## src/rtl/tmr2_pkg.sv

```systemverilog
package tmr2_pkg;
    localparam int CNT_W  = 16;
    localparam int BYTE_W = 8;
    localparam int ADDR_W = 3;

    localparam logic [ADDR_W-1:0] A_CTRL   = 3'd0;
    localparam logic [ADDR_W-1:0] A_CNT_LO = 3'd1;
    localparam logic [ADDR_W-1:0] A_CNT_HI = 3'd2;
    localparam logic [ADDR_W-1:0] A_CAP_LO = 3'd3;
    localparam logic [ADDR_W-1:0] A_CAP_HI = 3'd4;

    localparam int B_TF   = 7;
    localparam int B_EXF  = 6;
    localparam int B_RXB  = 5;
    localparam int B_TXB  = 4;
    localparam int B_EXEN = 3;
    localparam int B_RUN  = 2;
    localparam int B_PIN  = 1;
    localparam int B_CAP  = 0;

    typedef enum logic [1:0] {
        ST_RELOAD  = 2'd0,
        ST_CAPTURE = 2'd1,
        ST_BAUD    = 2'd2
    } t2_state_e;
endpackage

```

## src/rtl/tmr2_pin_sync.sv

```systemverilog
module tmr2_pin_sync #(
    parameter int N      = 2,
    parameter int STAGES = 2
) (
    input  logic         clk,
    input  logic         rst_n,
    input  logic [N-1:0] pin_i,
    output logic [N-1:0] fall_o
);
    genvar g;
    generate
        for (g = 0; g < N; g++) begin : g_pin
            logic [STAGES:0] sh_q;
            always_ff @(posedge clk or negedge rst_n) begin
                if (!rst_n) sh_q <= '1;
                else        sh_q <= {sh_q[STAGES-1:0], pin_i[g]};
            end
            assign fall_o[g] = sh_q[STAGES] & ~sh_q[STAGES-1];
        end
    endgenerate
endmodule

```

## src/rtl/tmr2_mode_fsm.sv

```systemverilog
module tmr2_mode_fsm
    import tmr2_pkg::*;
(
    input  logic      clk,
    input  logic      rst_n,
    input  logic      baud_sel,
    input  logic      cap_sel,
    output t2_state_e state_o,
    output logic      is_capture,
    output logic      is_reload,
    output logic      is_baud
);
    t2_state_e state_q, state_d;

    always_ff @(posedge clk or negedge rst_n) begin
        if (!rst_n) state_q <= ST_RELOAD;
        else        state_q <= state_d;
    end

    always_comb begin
        state_d = state_q;
        unique case (state_q)
            ST_RELOAD: begin
                if (baud_sel)     state_d = ST_BAUD;
                else if (cap_sel) state_d = ST_CAPTURE;
            end
            ST_CAPTURE: begin
                if (baud_sel)      state_d = ST_BAUD;
                else if (!cap_sel) state_d = ST_RELOAD;
            end
            ST_BAUD: begin
                if (!baud_sel) state_d = cap_sel ? ST_CAPTURE : ST_RELOAD;
            end
            default: state_d = ST_RELOAD;
        endcase
    end

    always_comb begin
        is_capture = 1'b0;
        is_reload  = 1'b0;
        is_baud    = 1'b0;
        unique case (state_q)
            ST_RELOAD:  is_reload  = 1'b1;
            ST_CAPTURE: is_capture = 1'b1;
            ST_BAUD:    is_baud    = 1'b1;
            default:    is_reload  = 1'b1;
        endcase
    end

    assign state_o = state_q;

    // the mode state follows a baud selection on the next edge
    p_mode_follow_r11: assert property (@(posedge clk) disable iff (!rst_n)
        baud_sel |=> (state_q == ST_BAUD));
endmodule

```

## src/rtl/tmr2_unit.sv

```systemverilog
module tmr2_unit
    import tmr2_pkg::*;
#(
    parameter int SYNC_STAGES = 2
) (
    input  logic              clk,
    input  logic              rst_n,
    input  logic              mc_en,
    input  logic              t2_pin,
    input  logic              t2ex_pin,
    input  logic              reg_wr,
    input  logic [ADDR_W-1:0] reg_addr,
    input  logic [BYTE_W-1:0] reg_wdata,
    output logic [BYTE_W-1:0] reg_rdata,
    output logic              tf2,
    output logic              exf2,
    output logic              irq,
    output logic              baud_tick
);
    localparam logic [CNT_W-1:0] CNT_MAX = '1;

    logic [BYTE_W-1:0] ctrl_q, ctrl_d;
    logic [CNT_W-1:0]  cnt_q, cnt_d, cap_q, cap_d;
    logic              div_q, tick_q;
    logic [1:0]        fall;
    logic              t2_fall, t2ex_fall;
    t2_state_e         state;
    logic              is_capture, is_reload, is_baud;

    tmr2_pin_sync #(.N(2), .STAGES(SYNC_STAGES)) u_sync (
        .clk    (clk),
        .rst_n  (rst_n),
        .pin_i  ({t2ex_pin, t2_pin}),
        .fall_o (fall)
    );
    assign t2_fall   = fall[0];
    assign t2ex_fall = fall[1];

    logic baud_sel;
    assign baud_sel = ctrl_q[B_RXB] | ctrl_q[B_TXB];

    tmr2_mode_fsm u_fsm (
        .clk        (clk),
        .rst_n      (rst_n),
        .baud_sel   (baud_sel),
        .cap_sel    (ctrl_q[B_CAP]),
        .state_o    (state),
        .is_capture (is_capture),
        .is_reload  (is_reload),
        .is_baud    (is_baud)
    );

    logic wr_ctrl, wr_cnt_lo, wr_cnt_hi, wr_cap_lo, wr_cap_hi;
    assign wr_ctrl   = reg_wr && (reg_addr == A_CTRL);
    assign wr_cnt_lo = reg_wr && (reg_addr == A_CNT_LO);
    assign wr_cnt_hi = reg_wr && (reg_addr == A_CNT_HI);
    assign wr_cap_lo = reg_wr && (reg_addr == A_CAP_LO);
    assign wr_cap_hi = reg_wr && (reg_addr == A_CAP_HI);

    logic run, ext_ev, base_tick, cnt_tick, ovf, tf_set;
    assign run       = ctrl_q[B_RUN];
    assign ext_ev    = t2ex_fall & ctrl_q[B_EXEN];
    assign base_tick = is_baud ? div_q : mc_en;
    assign cnt_tick  = run & (ctrl_q[B_PIN] ? t2_fall : base_tick);
    assign ovf       = cnt_tick & (cnt_q == CNT_MAX);
    assign tf_set    = ovf & ~is_baud & ~baud_sel;

    // count path: hardware first, host writes override
    always_comb begin
        cnt_d = cnt_q;
        if (cnt_tick) cnt_d = (ovf && !is_capture) ? cap_q : cnt_q + 1'b1;
        if (is_reload && ext_ev) cnt_d = cap_q;
        if (wr_cnt_lo) cnt_d[BYTE_W-1:0]     = reg_wdata;
        if (wr_cnt_hi) cnt_d[CNT_W-1:BYTE_W] = reg_wdata;
    end

    always_comb begin
        cap_d = cap_q;
        if (is_capture && ext_ev) cap_d = cnt_q;
        if (wr_cap_lo) cap_d[BYTE_W-1:0]     = reg_wdata;
        if (wr_cap_hi) cap_d[CNT_W-1:BYTE_W] = reg_wdata;
    end

    // control path: a hardware flag set wins over a same-cycle clear
    always_comb begin
        ctrl_d = ctrl_q;
        if (wr_ctrl) ctrl_d = reg_wdata;
        if (tf_set)  ctrl_d[B_TF]  = 1'b1;
        if (ext_ev)  ctrl_d[B_EXF] = 1'b1;
    end

    always_ff @(posedge clk or negedge rst_n) begin
        if (!rst_n) begin
            ctrl_q <= '0;
            cnt_q  <= '0;
            cap_q  <= '0;
            div_q  <= 1'b0;
            tick_q <= 1'b0;
        end else begin
            ctrl_q <= ctrl_d;
            cnt_q  <= cnt_d;
            cap_q  <= cap_d;
            div_q  <= (is_baud && run) ? ~div_q : 1'b0;
            tick_q <= ovf & is_baud;
        end
    end

    always_comb begin
        case (reg_addr)
            A_CTRL:   reg_rdata = ctrl_q;
            A_CNT_LO: reg_rdata = cnt_q[BYTE_W-1:0];
            A_CNT_HI: reg_rdata = cnt_q[CNT_W-1:BYTE_W];
            A_CAP_LO: reg_rdata = cap_q[BYTE_W-1:0];
            A_CAP_HI: reg_rdata = cap_q[CNT_W-1:BYTE_W];
            default:  reg_rdata = '0;
        endcase
    end

    assign tf2       = ctrl_q[B_TF];
    assign exf2      = ctrl_q[B_EXF];
    assign irq       = tf2 | exf2;
    assign baud_tick = tick_q;

    // flags are sticky until a control write
    p_tf2_hold_r10: assert property (@(posedge clk) disable iff (!rst_n)
        (tf2 && !wr_ctrl) |=> tf2);
    p_exf2_hold_r10: assert property (@(posedge clk) disable iff (!rst_n)
        (exf2 && !wr_ctrl) |=> exf2);
    // overflow flag never rises in baud state, tick lasts one cycle
    p_no_tf2_baud_r8: assert property (@(posedge clk) disable iff (!rst_n)
        (is_baud && !wr_ctrl) |=> !$rose(tf2));
    p_tick_single_r8: assert property (@(posedge clk) disable iff (!rst_n)
        baud_tick |=> !baud_tick);
    // a stopped counter holds unless written or trigger-reloaded
    p_stop_hold_r3: assert property (@(posedge clk) disable iff (!rst_n)
        (!run && !wr_cnt_lo && !wr_cnt_hi && !(is_reload && ext_ev)) |=> $stable(cnt_q));
    // a capture event stores the count seen in that cycle
    p_capture_r5: assert property (@(posedge clk) disable iff (!rst_n)
        (is_capture && ext_ev && !wr_cap_lo && !wr_cap_hi) |=> (cap_q == $past(cnt_q)));
endmodule

```

## config.mk

```make
export PLATFORM = sky130hd
export DESIGN_NAME = tmr2_unit
export DESIGN_NICKNAME = d
export VERILOG_FILES = /design/src/rtl/tmr2_pkg.sv /design/src/rtl/tmr2_pin_sync.sv /design/src/rtl/tmr2_mode_fsm.sv /design/src/rtl/tmr2_unit.sv
export SDC_FILE = /design/constraint.sdc
export NUM_CORES = 1
export LEC_CHECK = 0
export ABC_AREA = 1
export BUFFER_PORTS_ARGS = -buffer_cell sky130_fd_sc_hd__buf_4
export CORE_MARGIN = 10
export CORE_UTILIZATION = 62
export CTS_BUF_LIST = sky130_fd_sc_hd__clkbuf_8
export DETAILED_ROUTE_END_ITERATION = 8
export PLACE_DENSITY = 0.83
export SLEW_MARGIN = 5
export SYNTH_ARGS = -nofsm -noshare
export SYNTH_HDL_FRONTEND = slang
export SYNTH_SLANG_ARGS = --single-unit
```

## constraint.sdc

```tcl
create_clock -name clk -period 2 [get_ports clk]
set_input_delay 0.3 -clock clk [delete_from_list [all_inputs] [get_ports clk]]
set_output_delay 0.3 -clock clk [all_outputs]
set_load 0.01 [all_outputs]
```

==> summary.txt <==
Outcome
  – Status: complete, no violations

Clock tree
  – Longest Clk Path Bufs: 2
  – H-tree levels: 2
  – CTS tree: built
  – Clock Latency Late Sink: 320 ps
  – Total CTS buffers: 5
  – CTS clk-pin slew, worst paths: 100 ps
  – Hold_buf cts: 0
  – CTS sink cnt: 50
  – Clock root buffer master: clkbuf_8

Synthesis
  – Syn. warnings: 0
  – Combinational family with the most area after synthesis: simple AND/OR/NAND/NOR gates
  – Register area share after synthesis: 0.396
  – Post-Synth XOR/XNOR Area: 0.0248
  – Area leader, netlist: dfrtp_1
  – Area share of fa/ha/maj cells after synthesis: 0.0197
  – Syn nets: 460
  – Post-synth cell types: 34
  – Syn_area_per_cell: 7.25 µm²
  – Synth Area in Simple Gates: 0.292
  – Post-Synthesis Cells: 438
  – Area of the mapped netlist: 3180 µm²
  – Yosys top cell area share: 0.347
  – Synthesis-stage register bit count: 50
  – Post-synthesis compound-gate area fraction: 0.170
  – Main area contributors after synthesis: dfrtp_1 35%, nand2_1 13%, o21ai_0 8.8%, inv_1 7.3%, nand3_1 5.4%
  – Mux cell area share after synthesis: 0

Global routing
  – Met2 usage: 0.379
  – Met3 Usage GRT: 0.0469
  – Vias in the first global route: approximately 3,200
  – Met1 GRT Util: 0.293
  – GRT Residual Overflow: 0
  – Gr busiest metal: met2
  – Total track usage: 0.233
  – Largest net degree at the start of global routing: 51
  – Initial antenna violation count: 0
  – First-pass GRT wire length: 15.9 mm

Layout
  – Non-Filler Instances: 553
  – Fillers: around 390
  – Nets@finish: 507
  – Share of post-route cells with drive strength above 1: 0.204
  – Area Overhead vs Synth: 18.1%
  – N_diodes: 0

Placed design
  – IO Port Bufs: 28
  – Dpl cells: 541
  – Gp weighted congestion: 0.990
  – Hpwl dp: 7.56 mm

Setup path
  – CP delay by family, top: simple AND/OR/NAND/NOR gates
  – Critical Path End Type: flip-flop
  – Critical path type: reg -> reg
  – FF-to-FF Start: u_fsm.state_o[0]
  – Crit-path max FO: 11
  – Critical Path RT: 2250 ps
  – CP dominant cell by count: nand2_1
  – Buf+Inv Stages, Crit Path: 4
  – Critical R2R Capture: cnt_q[8]
  – Crit-path cells: inv_2 -> ha_2 -> inv_1 -> nand2_1 -> nand3_2 -> a21oi_4 -> buf_4 -> nor2_4 -> nand2_2 -> inv_2 -> a21oi_1 -> nand2_1 -> nand2_1
  – Critical Path Source: u_fsm.state_o[0]
  – Worst R2R Path Depth: 13
  – CP max stage delay: 420 ps
  – Setup crit start kind: flip-flop
  – Worst reg2reg setup slack: 90 ps
  – Worst Path Arrival: 2150 ps
  – CP max-delay cell: dfrtp_1

Drt
  – DRT Wirelength: 9.99 mm
  – Starting DRT DRC Count: 426
  – Drt pass-1 iters: 5
  – Residual DRC: 0
  – Vias post-DR: 3,322
  – Post-route ant nets: 0
  – DR WL/cell: 18.1 µm
  – Vias per cell: approximately 6.0

Die
  – Die Wd: 91.6 µm
  – Initial core utilization: 0.655
  – Die area: 8390 µm²
  – # IOs: 29
  – Row cnt: 25
  – Chip height: 91.6 µm
  – Core area: approximately 4800 µm²

Timing
  – Final Hold Vio Count: 0
  – Measured slew at the worst slew-check pin: around 650 ps
  – Hold_ws: 2.04 ps
  – Setup TNS: 0 ps
  – Fmax: approximately 520 MHz
  – Relative slew slack: 0.564
  – Worst Clk Skew: 18.0 ps
  – Min Tclk post-route: 1910 ps
  – Max-slew violations: 0
  – Final Cycle Share: 0.953
  – Setup violators final: 0

Min path
  – Hold Path Class: in -> async

Power and ir drop
  – Pwr dens: 1170 nW/µm²
  – VDD IR-drop max: about 0.78 mV
  – Total power: 4380 µW
  – Leakage: 0.00182 µW

Job
  – Max-cap violations: 0
[stage by stage]
| step | worst slack [ps] | utilization | instance area, µm² |
|---|---|---|---|
| final | 94.2 | 0.774 | 3750 |
| after global routing | -50.3 | 0.774 | 3750 |
| after CTS | 61.2 | 0.754 | 3650 |
| after detailed placement | 81.2 | 0.729 | 3530 |
| after global placement | 200 | 0.729 | 3530 |
| after floorplan | 323 | - | 3180 |
[registers in the layout, summed over array words and instances (netlist names)]
register / cells
baud_tick: 1
cap_q: 16
cnt_q: 16
ctrl_q: 8
div_q: 1
u_fsm.state_o: 2
u_sync.g_pin.sh_q: 6
[worst reg2reg max path, cell delays in order, from the launching register on]
cell     delay [ps]
dfrtp_1         420
inv_2            80
ha_2            180
inv_1            80
nand2_1          80
nand3_2          80
a21oi_4         210
buf_4           160
nor2_4           40
nand2_2         100
inv_2           110
a21oi_1         160
nand2_1          80
nand2_1          60
[synthesized netlist by cell type]
master	count
a21oi_1	14
a21oi_2	1
a221oi_1	7
buf_1	1
buf_2	2
buf_6	1
buf_8	1
clkbuf_1	1
dfrtp_1	44
dfstp_2	6
ha_1	5
inv_1	62
inv_2	9
nand2_1	114
nand2_2	9
nand2_4	1
nand3_1	34
nand3_2	1
nand3_4	2
nand4_1	4
nor2_1	28
nor2_2	3
nor2_4	4
nor3_4	1
o2111ai_1	1
o211ai_1	1
o21ai_0	56
o21ai_1	1
o221ai_1	3
o22ai_1	10
o311ai_0	1
or2_2	1
xnor2_1	1
xor2_1	8
[repair_timing]
| action | CTS | global route |
|---|---|---|
| setup buffers | 0 | 3 |
| gates resized for setup | 0 | 13 |
| setup endpoints to repair | 0 | 15 |
[where the power goes]
group | internal [µW] | switching (µW)
logic | 713 | 1160
clock network | 412 | 361
registers | 1370 | 368
[cell families after synthesis]
logic type / Yosys count
AOI/OAI and AO/OA: 95
xor gates and xnor gates: 9
adders and majority gates: 5
buffers and inverters: 77
DFF: 50
and+or+nand+nor: 202
[how the worst max path moves through the flow]
stage,to,cells past startpoint
3_5_place_dp,cnt_q[1],12
3_3_place_gp,cnt_q[1],12
6_report,cnt_q[8],13
2_1_floorplan,cnt_q[13],13
4_1_cts,cnt_q[8],12
5_1_grt,cnt_q[8],13
[final cells by class]
cell class | instances | area [µm²] | share of cell area
multi-input combinational | 311 | 1650 | 0.440
clock buffer | 6 | 82.6 | 0.0220
tap | 67 | 83.8 | 0.0223
timing repair buffer | 46 | 370 | 0.0987
inverter | 71 | 267 | 0.0710
clock inverter | 2 | 38.8 | 0.0103
sequential | 50 | 1260 | 0.335
[cells in the final DEF, fill, tap and decap left out, types with 4 or more instances in the layout]
| master | netlist | layout |
|---|---|---|
| a21oi_1 | 14 | 14 |
| nand3_1 | 34 | 33 |
| inv_1 | 62 | 61 |
| nand2_1 | 114 | 114 |
| buf_4 | 0 | 44 |
| nand2_2 | 9 | 9 |
| o21ai_0 | 56 | 56 |
| nor2_4 | 4 | 6 |
| nor2_1 | 28 | 25 |
| nand4_1 | 4 | 4 |
| xor2_1 | 8 | 8 |
| a221oi_1 | 7 | 7 |
| dfrtp_1 | 44 | 44 |
| o22ai_1 | 10 | 10 |
| inv_2 | 9 | 10 |
| dfstp_2 | 6 | 6 |
| nor2_2 | 3 | 4 |
| clkbuf_8 | 0 | 6 |
[routing by layer]
layer | share of wire | routed length, µm | up-vias
met4 | 0.040 | 402 | 0
met1 | 0.39 | 3870 | 1503
met5 | 0 | 0 | -
li1 | - | - | 1520
met3 | 0.11 | 1130 | 39
met2 | 0.46 | 4580 | 260
Power figures use the tool's default switching activity.
